File: config.mk
export PLATFORM = sky130hd
export DESIGN_NAME = irq_src_ctrl
export DESIGN_NICKNAME = d
export VERILOG_FILES = /design/src/rtl/irq_src_pkg.sv /design/src/rtl/irq_edge_detect.sv /design/src/rtl/irq_status_bank.sv /design/src/rtl/irq_req_reg.sv /design/src/rtl/irq_src_ctrl.sv
export SDC_FILE = /design/constraint.sdc
export NUM_CORES = 1
export LEC_CHECK = 0
export BUFFER_PORTS_ARGS = -buffer_cell sky130_fd_sc_hd__buf_2
export CORE_AREA = 2 2 44 46
export CTS_CLUSTER_DIAMETER = 60
export DETAILED_ROUTE_END_ITERATION = 8
export DIE_AREA = 0 0 46 48
export PLACE_DENSITY = 0.76
export SLEW_MARGIN = 20
export SYNTH_ARGS = -nofsm -noshare
export SYNTH_HDL_FRONTEND = slang
export SYNTH_SLANG_ARGS = --single-unit
File: constraint.sdc
create_clock -name clk_i -period 1.55 [get_ports clk_i]
set_clock_uncertainty 0.2 [all_clocks]
set_input_delay 0.155 -clock clk_i [delete_from_list [all_inputs] [get_ports clk_i]]
set_output_delay 0.155 -clock clk_i [all_outputs]
set_load 0.1 [all_outputs]
File: src/rtl/irq_src_pkg.sv
package irq_src_pkg;

    // Width of the shared enable/status register.
    localparam int SRC_W = 8;

    typedef logic [SRC_W-1:0] src_vec_t;

    // State of the edge detector: last sampled input level.
    typedef struct packed {
        src_vec_t prev;
    } edge_state_t;

    // State of the status bank: enable mask and latched status.
    typedef struct packed {
        src_vec_t en;
        src_vec_t stat;
    } bank_state_t;

    // State of the request stage.
    typedef struct packed {
        logic req;
    } req_state_t;

endpackage

File: src/rtl/irq_edge_detect.sv
module irq_edge_detect
    import irq_src_pkg::*;
(
    input  logic     clk_i,
    input  logic     rst_ni,
    input  src_vec_t src_i,
    output src_vec_t rise_o
);

    edge_state_t cur_q;
    edge_state_t nxt_d;

    always_comb begin
        nxt_d      = cur_q;
        nxt_d.prev = src_i;
    end

    // A bit rises when it is high now and was low in the last sample.
    for (genvar i = 0; i < SRC_W; i++) begin : g_rise
        assign rise_o[i] = src_i[i] & ~cur_q.prev[i];
    end

    always_ff @(posedge clk_i) begin
        if (!rst_ni) begin
            cur_q <= '0;
        end else begin
            cur_q <= nxt_d;
        end
    end

endmodule

File: src/rtl/irq_status_bank.sv
module irq_status_bank
    import irq_src_pkg::*;
#(
    parameter src_vec_t VALID_MASK = 8'hDF
) (
    input  logic     clk_i,
    input  logic     rst_ni,
    input  logic     wr_en_i,
    input  src_vec_t wr_data_i,
    input  src_vec_t rise_i,
    output src_vec_t en_o,
    output src_vec_t stat_o
);

    bank_state_t cur_q;
    bank_state_t nxt_d;
    src_vec_t    arm;

    always_comb begin
        nxt_d = cur_q;
        // Only sources enabled during this cycle may latch.
        arm        = rise_i & cur_q.en & VALID_MASK;
        nxt_d.stat = cur_q.stat | arm;
        if (wr_en_i) begin
            nxt_d.en   = wr_data_i & VALID_MASK;
            // A dropped enable clears its status, including an edge arriving now.
            nxt_d.stat = nxt_d.stat & nxt_d.en;
        end
    end

    always_ff @(posedge clk_i) begin
        if (!rst_ni) begin
            cur_q <= '0;
        end else begin
            cur_q <= nxt_d;
        end
    end

    assign en_o   = cur_q.en;
    assign stat_o = cur_q.stat;

    // a status bit only rises where the source was enabled.
    assert_no_set_when_off_R3: assert property (@(posedge clk_i) disable iff (!rst_ni)
        1'b1 |=> ((cur_q.stat & ~$past(cur_q.stat) & ~$past(cur_q.en)) == '0));

    // after a write, no status bit survives outside the written mask.
    assert_disable_clears_R4: assert property (@(posedge clk_i) disable iff (!rst_ni)
        wr_en_i |=> ((cur_q.stat & ~$past(wr_data_i)) == '0));

    // without a write, a latched bit never drops.
    assert_status_sticky_R8: assert property (@(posedge clk_i) disable iff (!rst_ni)
        !wr_en_i |=> ((~cur_q.stat & $past(cur_q.stat)) == '0));

    // a rising edge on an enabled source with no write latches.
    assert_edge_latches_R2: assert property (@(posedge clk_i) disable iff (!rst_ni)
        (!wr_en_i && ((rise_i & cur_q.en) != '0))
            |=> ((cur_q.stat & $past(rise_i & cur_q.en)) == $past(rise_i & cur_q.en)));

endmodule

File: src/rtl/irq_req_reg.sv
module irq_req_reg
    import irq_src_pkg::*;
(
    input  logic     clk_i,
    input  logic     rst_ni,
    input  src_vec_t stat_i,
    output logic     req_o
);

    req_state_t cur_q;
    req_state_t nxt_d;

    always_comb begin
        nxt_d     = cur_q;
        nxt_d.req = |stat_i;
    end

    always_ff @(posedge clk_i) begin
        if (!rst_ni) begin
            cur_q <= '0;
        end else begin
            cur_q <= nxt_d;
        end
    end

    assign req_o = cur_q.req;

    // the request follows the status OR by exactly one cycle.
    assert_irq_follows_R7: assert property (@(posedge clk_i) disable iff (!rst_ni)
        1'b1 |=> (req_o == $past(|stat_i)));

endmodule

File: src/rtl/irq_src_ctrl.sv
module irq_src_ctrl
    import irq_src_pkg::*;
#(
    parameter src_vec_t VALID_MASK = 8'hDF
) (
    input  logic       clk_i,
    input  logic       rst_ni,
    input  logic       wr_en_i,
    input  logic [7:0] wr_data_i,
    input  logic [7:0] src_i,
    output logic [7:0] status_o,
    output logic       irq_o
);

    src_vec_t rise;
    src_vec_t en;
    src_vec_t stat;

    irq_edge_detect u_edge (
        .clk_i  (clk_i),
        .rst_ni (rst_ni),
        .src_i  (src_i),
        .rise_o (rise)
    );

    irq_status_bank #(
        .VALID_MASK (VALID_MASK)
    ) u_bank (
        .clk_i     (clk_i),
        .rst_ni    (rst_ni),
        .wr_en_i   (wr_en_i),
        .wr_data_i (wr_data_i),
        .rise_i    (rise),
        .en_o      (en),
        .stat_o    (stat)
    );

    irq_req_reg u_req (
        .clk_i  (clk_i),
        .rst_ni (rst_ni),
        .stat_i (stat),
        .req_o  (irq_o)
    );

    assign status_o = stat;

    // unimplemented bits never appear in the mask or on the read side.
    assert_reserved_zero_R6: assert property (@(posedge clk_i) disable iff (!rst_ni)
        1'b1 |=> (((status_o | en) & ~VALID_MASK) == '0));

    // a pending bit is never reported for a source that is disabled.
    assert_stat_within_en_R4: assert property (@(posedge clk_i) disable iff (!rst_ni)
        1'b1 |=> ((status_o & ~en) == '0));

endmodule

==> impl_metrics.ini <==
[routing]
drtPass1Iterations = 4
antenna_left = 0
vias = 668
drt_iter0_markers = 6
post-route-drc-count = 0
drt-total-wl_um = 1652
viasPerCell = 4.806
routedWlPerCell_um = 11.88

[global_route]
grt_pass1_vias = 650
grt_util_met2_pct = 29.44
grt_antenna_before_repair = 0
grt.busiest_layer = met2
grt_max_degree = 16
use_met1_pct = 20.64
grt_use_met3_pct = 7.925
grt_pass1_wl_um = 2684
overflow = 0
grt_util_all_layers_pct = 17.48

[logic_synthesis]
syn_area_per_cell_um2 = 10.81
synth_flop_cell = dfxtp_1
syn-num-nets = 97
synth_edf_count = 0
synthArstFlopShare_pct = 0
synth_cell_types = 17
ys_seq_elements = 22
synth_top_area_share_pct = 52.23
ys_seq_area_share_pct = 52.23
synth_area_um2 = 843.3
synth_area_leaders = dfxtp_1 52%, a211oi_2 10%, and2_2 6.2%
synth_cells = 78
yosysWarnings = 0
synth.largest_area_cell = dfxtp_1
synth_most_common_cell = dfxtp_1

[timing]
setup_violations = 0
period_needed_ns = 1.521
finalHoldViolCount = 0
finalCritPeriodShare_pct = 98.14
max_freq_mhz = 657.4
tns_ns = 0
rsz0062_at_grt = false
setup_slack_ns = 0.02885
drv_slew = 0

[cells_and_area]
synthToLayoutAreaGrowth_pct = 43.32
n_fill_cell = 133
drive_gt1_share_pct = 42.62
multi_input_area_um2 = 349.1
design.final.nets = 142
diodes = 0
utilization_pct = 71.56
seqCellArea_um2 = 445.4

[clock_network]
ctsResizeCount = 0
clock_path_buffers = 2
post_cts_buffers = 0
cts_hold_buf = 18
cts_tree = done
clock-root-buffer = clkbuf_4
clock_sinks = 22
cts_made_buffers = 3
cts.clk_slew.worst_paths_ns = 0.12
h-tree-depth = 1
clock_latency_ns = 0.31

[placed_design]
dpl_worst_slack_ns = 0.3843
hpwl_um = 1021
globalplace.congestion = 0.7660
io_buffers = 24

[critical_path]
worstSetupPathType = in -> reg
path_delay_family = buffers and inverters
crit_fanout = 2
worstPathCellList = dlygate4sd3_1 -> buf_2 -> and2_2 -> dlygate4sd3_1
crit_path_end_kind = flop
cp_num_buf_inv = 3
critPathMostFrequentCell = dlygate4sd3_1
critPathLaunchType = input port
cp.required_ns = 1.56
cp_slowest_stage_delay_ns = 0.55
slowest_stage = dlygate4sd3_1
arrival_ns = 1.53

[floorplanning]
start_util_pct = 49.93
die_h_um = 48
design.die.area_mm2 = 0.002208
row_count = 15
io_pins = 28
core_area_mm2 = 0.001689
die_w_um = 46

[hold_path]
hold_class = in -> reg

[pwr]
peakVddDrop_mv = 0.7252
p_total_mw = 1.270
p_leak_nw = 0.5170
powerDensity_mw_per_mm2 = 1051

[status]
outcome = completed

[run]
max-cap-violations = 0
-- path summary, 6_finish.rpt --
| kind | startpoint | to | slack (ns) | depth (start not counted) |
|---|---|---|---|---|
| worst max-delay path | src_i[4] | u_edge.cur_q[4] | 0.03 | 4 |
| worst min-delay path | wr_en_i | u_bank.en_o[3] | 0.03 | 3 |
| worst max register to register | u_bank.stat_o[1] | u_req.req_o | 0.37 | 2 |
| worst min register to register | u_bank.stat_o[1] | u_bank.stat_o[1] | 0.28 | 2 |
-- sequential cells by signal, indices dropped and copies added, names as in the netlist --
register       count
u_bank.stat_o      7
u_edge.cur_q       7
u_req.req_o        1
u_bank.en_o        7
-- logic make-up (layout without fill, tap and decap cells) --
family	count (synthesis)	in the layout	synth area share, %
simple gates	36	36	29.53
flops	22	22	52.23
buf+inv	11	55	6.380
compound gates	8	8	11.42
other cells	1	1	0.4447
-- worst reg2reg max path, cell delays in order, from the launching register on --
cell	delay, ns
dfxtp_2	0.35
nor4_1	0.36
a41oi_1	0.16
-- final cells by class --
cell class | instances | share of cell area [%]
clock buffers | 3 | 1.863
clock inverters | 1 | 2.484
inverters | 8 | 2.484
multi-input cells | 45 | 28.88
flip-flops and latches | 22 | 36.85
well taps | 17 | 1.760
repair buffers | 43 | 25.67
-- placed cells by master (no fill, tap or decap), drive strengths merged, types with 3 or more instances in the layout --
| cell type | instances |
|---|---|
| a211oi | 7 |
| buf | 24 |
| nor3 | 7 |
| clkbuf | 3 |
| inv | 8 |
| and2 | 7 |
| nor2b | 7 |
| dfxtp | 22 |
| nand3b | 7 |
| nor2 | 7 |
| dlygate4sd3 | 19 |
-- report_power, final --
part | internal, mW | leakage [nW] | total, mW | switching (mW)
combinational | 0.0887 | 0.306 | 0.228 | 0.139
clock | 0.262 | 0.0279 | 0.433 | 0.171
sequential | 0.597 | 0.184 | 0.610 | 0.0124
-- per-stage QoR --
| stage | instances | instance area [µm²] | hold WS (ns) |
|---|---|---|---|
| 6_report | 139 | 1209 | 0.03314 |
| 5_1_grt | 139 | 1209 | 0.03568 |
| 4_1_cts | 138 | 1199 | 0.0005915 |
| 3_5_place_dp | 116 | 965.9 | 0.1911 |
| 3_3_place_gp | 116 | 965.9 | 0.1877 |
| 2_1_floorplan | 78 | 848.3 | 0.09116 |
-- per-layer routing --
layer / up-vias / share of wire [%]
met5: - / 0
met4: 0 / 0.54
met3: 2 / 6.5
met2: 23 / 47
met1: 299 / 46
li1: 344 / -
(Power assumes the default switching activity.)
